<file path="config.mk">
export PLATFORM = sky130hd
export DESIGN_NAME = esf_crc6_unit
export DESIGN_NICKNAME = d
export VERILOG_FILES = /design/src/rtl/esf_crc6_unit.sv
export SDC_FILE = /design/constraint.sdc
export NUM_CORES = 1
export LEC_CHECK = 0
export BUFFER_PORTS_ARGS = -buffer_cell sky130_fd_sc_hd__buf_4
export CORE_UTILIZATION = 50
export CTS_CLUSTER_SIZE = 28
export DETAILED_ROUTE_END_ITERATION = 7
export PLACE_DENSITY_LB_ADDON = 0.05
export SLEW_MARGIN = 15
export SYNTH_ARGS = -nofsm -noshare
export SYNTH_HDL_FRONTEND = slang
export SYNTH_SLANG_ARGS = --single-unit
</file>
<file path="constraint.sdc">
create_clock -name clk -period 2.1 [get_ports clk]
set_clock_uncertainty 0.1 [all_clocks]
set_input_delay 0.21 -clock clk [delete_from_list [all_inputs] [get_ports clk]]
set_output_delay 0.21 -clock clk [all_outputs]
set_load 0.02 [all_outputs]
</file>
<file path="src/rtl/esf_crc6_unit.sv">
module esf_crc6_unit #(
  parameter int NFRAMES   = 24,
  parameter int CRC_W     = 6,
  parameter logic [CRC_W-1:0] POLY = 6'h03,
  parameter int CBIT_STEP = 4,
  parameter int CBIT_OFS  = 1,
  parameter int CNT_W     = 16
) (
  input  logic             clk,
  input  logic             rst_n,
  input  logic             bit_vld,
  input  logic             bit_in,
  input  logic             fbit_stb,
  input  logic             mf_start,
  input  logic             j1_mode,
  input  logic             force_err,
  input  logic             hi_rd,
  output logic [CRC_W-1:0] tx_crc,
  output logic             crc_err,
  output logic [CNT_W/2-1:0] err_hi,
  output logic [CNT_W/2-1:0] err_lo
);
  localparam int FIDX_W = $clog2(NFRAMES);
  localparam int HALF   = CNT_W / 2;

  logic [FIDX_W-1:0] fidx;
  logic [CRC_W-1:0]  crc_run, crc_prev, rx_c;
  logic [1:0]        seen;
  logic [CNT_W-1:0]  err_cnt;
  logic [HALF-1:0]   lo_snap;

  function automatic logic [CRC_W-1:0] crc_step(input logic [CRC_W-1:0] c, input logic d);
    logic fb;
    fb = d ^ c[CRC_W-1];
    return {c[CRC_W-2:0], 1'b0} ^ (fb ? POLY : '0);
  endfunction

  wire start    = bit_vld & mf_start;
  wire fbit     = fbit_stb | mf_start;
  wire din      = (fbit & ~j1_mode) ? 1'b1 : bit_in;
  wire [CRC_W-1:0] seed    = start ? '0 : crc_run;
  wire [CRC_W-1:0] crc_nxt = crc_step(seed, din);
  wire cpos     = bit_vld & fbit_stb & ~mf_start &
                  (((int'(fidx) + 1) % CBIT_STEP) == CBIT_OFS);
  wire mismatch = start & (seen == 2'd2) & (rx_c != crc_prev);
  wire cnt_full = &err_cnt;

  always_ff @(posedge clk) begin
    if (!rst_n) begin
      fidx     <= '0;
      crc_run  <= '0;
      crc_prev <= '0;
      rx_c     <= '0;
      seen     <= '0;
      tx_crc   <= '0;
      crc_err  <= 1'b0;
      err_cnt  <= '0;
      lo_snap  <= '0;
    end else begin
      if (bit_vld)
        crc_run <= crc_nxt;
      if (start) begin
        crc_prev <= crc_run;
        tx_crc   <= crc_run ^ {CRC_W{force_err}};
        fidx     <= '0;
        if (seen != 2'd2)
          seen <= seen + 2'd1;
      end else if (bit_vld && fbit_stb && fidx != FIDX_W'(NFRAMES-1)) begin
        fidx <= fidx + 1'b1;
      end
      if (cpos)
        rx_c <= {rx_c[CRC_W-2:0], bit_in};
      crc_err <= mismatch;
      if (mismatch && !cnt_full)
        err_cnt <= err_cnt + 1'b1;
      if (hi_rd)
        lo_snap <= err_cnt[HALF-1:0];
    end
  end

  assign err_hi = err_cnt[CNT_W-1:HALF];
  assign err_lo = lo_snap;

  p_err_after_start_r5: assert property (@(posedge clk) disable iff (!rst_n)
    crc_err |-> $past(start));
  p_err_single_r5: assert property (@(posedge clk) disable iff (!rst_n)
    (crc_err && !$past(start, 2)) |=> (!crc_err || $past(start)));
  p_cnt_sat_r6: assert property (@(posedge clk) disable iff (!rst_n)
    cnt_full |=> cnt_full);
  p_cnt_step_r6: assert property (@(posedge clk) disable iff (!rst_n)
    crc_err |-> (err_cnt == $past(err_cnt) + 1'b1) || cnt_full);
  p_cnt_hold_r6: assert property (@(posedge clk) disable iff (!rst_n)
    !crc_err |-> $stable(err_cnt));
  p_lo_hold_r7: assert property (@(posedge clk) disable iff (!rst_n)
    !hi_rd |=> $stable(err_lo));
  p_tx_hold_r4: assert property (@(posedge clk) disable iff (!rst_n)
    !start |=> $stable(tx_crc));
endmodule

</file>
After elaboration in Yosys (flattened, before gate mapping)
Cells that the tools add are included.

Bits in registers: 56. Output and inout bits: 23. Word-level logic and storage cells: 44.

Equality and inequality tests: 5. Multiplexer cells: 3. Reductions and logical operators: 8. $add $sub $neg: 4. Bitwise operators: 15.

Operators by type and width (count): $add A16 B1 Y16 const B (1); $reduce_and A16 Y1 (1); $and A1 B1 Y1 (7); $mux W6 (1); $ne A6 B6 Y1 (1); $xor A6 B2 Y6 (1); $xor A6 B6 Y6 (1); $add A5 B1 Y5 const B (1); $ne A5 B5 Y1 const B (1); $add A2 B1 Y2 const B (2); $reduce_or A2 Y1 (2); $eq A3 B2 Y1 const B (1); $logic_and A1 B1 Y1 (3); $not A1 Y1 (3); $eq A2 B2 Y1 const B (1); $mux W2 (1); $ne A2 B2 Y1 const B (1); $reduce_and A2 Y1 (1); $and A1 B1 Y1 const A (1); $logic_not A1 Y1 (1); $mux W1 (1); $or A1 B1 Y1 (1); $xor A1 B1 Y1 (1).

Longest topological paths before layout
Depth after elaboration: 6. Mapped depth: 7.

Least setup slack after synthesis
Ideal clock, no wire load.

Kind: reg-to-reg. Start point: reg err_cnt[0]. End point: reg err_cnt[8]. Data required time: 1871 ps. Stages on the path, launching flop included: 7. Data arrival time: 1619 ps. Path buffers: 1. Path slack: 252 ps. Clock period less this slack: 1848 ps. Path through: dfxtp_1 -> ha_1 -> nand4_1 -> nor4_4 -> buf_4 -> nor4_1 -> mux2i_1.

Word-level cells in the longest chain between the ends: 3. Elaborated cells on any way between the ends: 4. Classes of those cells: add/sub: 1; reduce/logical: 3.

RTL lines: from (decl) (RTL line 29) `logic [CNT_W-1:0] err_cnt;`; from (signal assigned) (RTL line 75) `err_cnt <= err_cnt + 1'b1;`; parallel branches: the longest is 3 deep, another holds $add A16 B1 Y16.

Several ways; the timed one is not identified. A chain may end at the register's enable or synchronous reset.

Final worst setup path
Start point: reg rx_c[1]. End point: reg err_cnt[11].

Word-level cells in the longest chain between the ends: 3.

RTL lines: from (decl) (RTL line 27) `logic [CRC_W-1:0] crc_run, crc_prev, rx_c;`; from (signal assigned) (RTL line 72) `rx_c <= {rx_c[CRC_W-2:0], bit_in};`; $ne A6 B6 Y1 (RTL line 45) `wire mismatch = start & (seen == 2'd2) & (rx_c != crc_prev);`; $and A1 B1 Y1 (RTL line 45); $logic_and A1 B1 Y1 (RTL line 74) `if (mismatch && !cnt_full)`.

Every way passes these cells.

==> flow_summary.yaml <==
global_route:
  track_usage: 0.198
  globalRouteOverflowTotal: 0
  grt_pass1_wl_um: 8360
  antenna_found_initial: 0
  first_global_vias: 1782
  grt_max_degree: 32
worst_setup_path:
  critical-path-top-delay-family: "simple AND/OR/NAND/NOR gates"
  crit_path_end_kind: "flop"
  critical_path.slowest_cell: "dfxtp_1"
  arrival_ns: 2.06
  crit_path_start_kind: "flop"
  worstPathCellList: "xor2_1 -> nor4_1 -> a21o_1 -> buf_4 -> nor4_1 -> mux2i_1"
  worst-path-max-fanout: 15
  critPathKind: "flop to flop"
  path_buf_inv: 1
  critPathMaxStageDelay_ns: 0.39
  critical_path_required_ns: 2.24
  cp_common_cell: "nor4_1"
timing:
  tightestPinTransition_ns: 0.477
  fin_hold_ws_ns: 0.0768
  clock.fmax_mhz: 520
  fin_crit_sh: 0.915
  drv_slew: 0
  tns_ns: 0
  setup_viol: 0
  grt_setup_unrepaired: "false"
  period_needed_ns: 1.92
  slew-limit-headroom: 0.680
  hold_viol: 0
outcome:
  status: "complete, no violations"
pwr:
  seqPwrFrac: 0.530
  netSwitchingFraction: 0.218
  power_density_mw_per_mm2: 686
  p_int_mw: 1.62
  power_mw: 2.07
  p_switching_uw: 450
  leakagePower_nw: 1.20
  p_clk_frac: 0.395
  pwr-share-comb: 0.076
  ir_drop_uv: 432
layout:
  utilization: 0.622
  num-fill-cells: 439
  layout.nets: 330
  drive_above_1_share: 0.180
  antenna_cells: 0
  area_growth_pct: 16.0
logic_synthesis:
  yosys.area.top_type: "dfxtp_1"
  ys_seq_area_frac: 0.431
  synth_edf_count: 0
  synth.net_count: 303
  synthesis.area_mm2: 0.00260
  netlist_instances: 290
  ys_ff_latch: 56
  synth_most_common_cell: "dfxtp_1"
  yosys-top-cells-count: "dfxtp_1, nor2_1, nand2_1"
  syn_avg_cell_area_um2: 8.96
  netlist_top_cells_area: "dfxtp_1, mux2i_1, nor2_1"
  yosys_most_used_dff: "dfxtp_1"
  ys_types: 45
  yosys_warnings: 0
  synthDominantCellAreaShare: 0.431
  async_flop_share: 0
hold_path:
  hp-class: "input port to flop"
clocking:
  cts_buffer_depth: 2
  clock_latency_ns: 0.31
  clkTransAtPathRegs_ns: 0.09
  cts_tree: "done"
  cts-root-buf: "clkbuf_8"
  htreeDepth: 2
  clock_sinks: 56
  cts_inserted_buffers: 5
  ctsResizeCount: 0
route:
  vias: 2089
  ant_nets: 0
  wl_per_cell_um: 13.4
  viasPerCell: 5.44
  dr.pass1.iters: 4
  drc_errors: 0
  dr.first_iter.drc_count: 179
  wl_um: 5130
floorplan:
  rows: 25
  core_region_area_mm2: 0.00485
  die_h_um: 74.1
  ios: 32
  dieArea_mm2: 0.00549
  dieWidth_um: 74.1
  start_util: 0.536
place:
  io_buffers: 31
  gp_congestion: 0.792
  hpwlAfterDp_um: 3510
job:
  maxCapViolCount: 0
[layout by cell type (no fill, tap or decap), types with 2 or more instances in the layout]
cell type,n
ha_1,4
nand3_2,2
a211oi_1,7
inv_1,5
nor4_1,4
buf_4,44
nand4b_1,2
o31ai_1,7
nor2_1,32
nor3_1,2
mux2i_1,20
clkbuf_8,5
nand3_1,4
a21oi_1,20
and2_1,2
a22oi_1,2
o21ai_0,8
or4_1,6
xnor2_1,8
dfxtp_1,56
nand4_1,4
nand2_1,28
xor2_1,9
nand3b_1,3
or3_1,6
nand2b_1,8
bufinv_16,2
[per-layer routing]
layer / vias up / track usage / wire length, um
met1: 972 / 0.281 / 2620
li1: 1064 / - / -
met2: 47 / 0.300 / 2210
met5: - / 0 / 0
met4: 0 / 0.0620 / 57
met3: 6 / 0.0434 / 244
[repair_timing]
item,in CTS,in global routing
endpoints found under the setup margin,0,13
hold buffers,0,0
buffers inserted,0,2
[worst min-delay path: cells and delay by family]
family | cells | cell delay, ns
mux | 1 | 0.06
buf+inv | 1 | 0.10
simple gates | 1 | 0.08
[cell type report]
| cell class | instances | area [um2] | area share |
|---|---|---|---|
| clock inverter | 2 | 60.1 | 0.0199 |
| tap | 67 | 83.8 | 0.0278 |
| sequential | 56 | 1120 | 0.372 |
| clock buffer | 5 | 68.8 | 0.0228 |
| multi-input combinational | 204 | 1330 | 0.440 |
| inverter | 6 | 22.5 | 0.00747 |
| timing repair buffer | 44 | 330 | 0.110 |
[cells by family after synthesis]
kind of cell | after synthesis | share of synthesized area
AOI/OAI and AO/OA | 52 | 0.126
xor gates and xnor gates | 17 | 0.0573
adders and majority gates | 4 | 0.0193
buffers and inverters | 30 | 0.0578
DFF | 56 | 0.431
muxes | 20 | 0.0770
and+or+nand+nor | 111 | 0.232
[registers in the layout (all words and copies together) (netlist names)]
name,flops
crc_run,6
crc_err,1
err_lo,8
crc_prev,6
err_cnt,16
rx_c,6
fidx,5
seen,2
tx_crc,6
[power by group through the flow]
| stage | sequential (mW) | clock, mW | combinational [mW] |
|---|---|---|---|
| finish | 1.10 | 0.816 | 0.156 |
| floorplan | 1.13 | 0 | 0.0965 |
| global placement | 1.12 | 0 | 0.155 |
| detailed placement | 1.12 | 0 | 0.156 |
| CTS | 1.10 | 0.835 | 0.157 |
| global route | 1.10 | 0.873 | 0.171 |
[per-stage QoR]
stage	setup WS, ns	cell area, um2	std cells
floorplan	0.252	2600	290
global placement	0.177	2870	375
detailed placement	0.130	2870	375
CTS	0.108	3000	382
global route	0.00486	3010	384
finish	0.178	3010	384
[worst paths after layout]
path                            depth (start not counted)          end   startpoint  slack, ns
worst max-delay path                                    6  err_cnt[11]      rx_c[1]       0.18
worst min-delay path                                    3      rx_c[0]       bit_in       0.08
worst max register to register                          6  err_cnt[11]      rx_c[1]       0.18
worst min register to register                          2  crc_prev[2]  crc_prev[2]       0.38
Note: power is estimated with default switching activity, not from simulation.
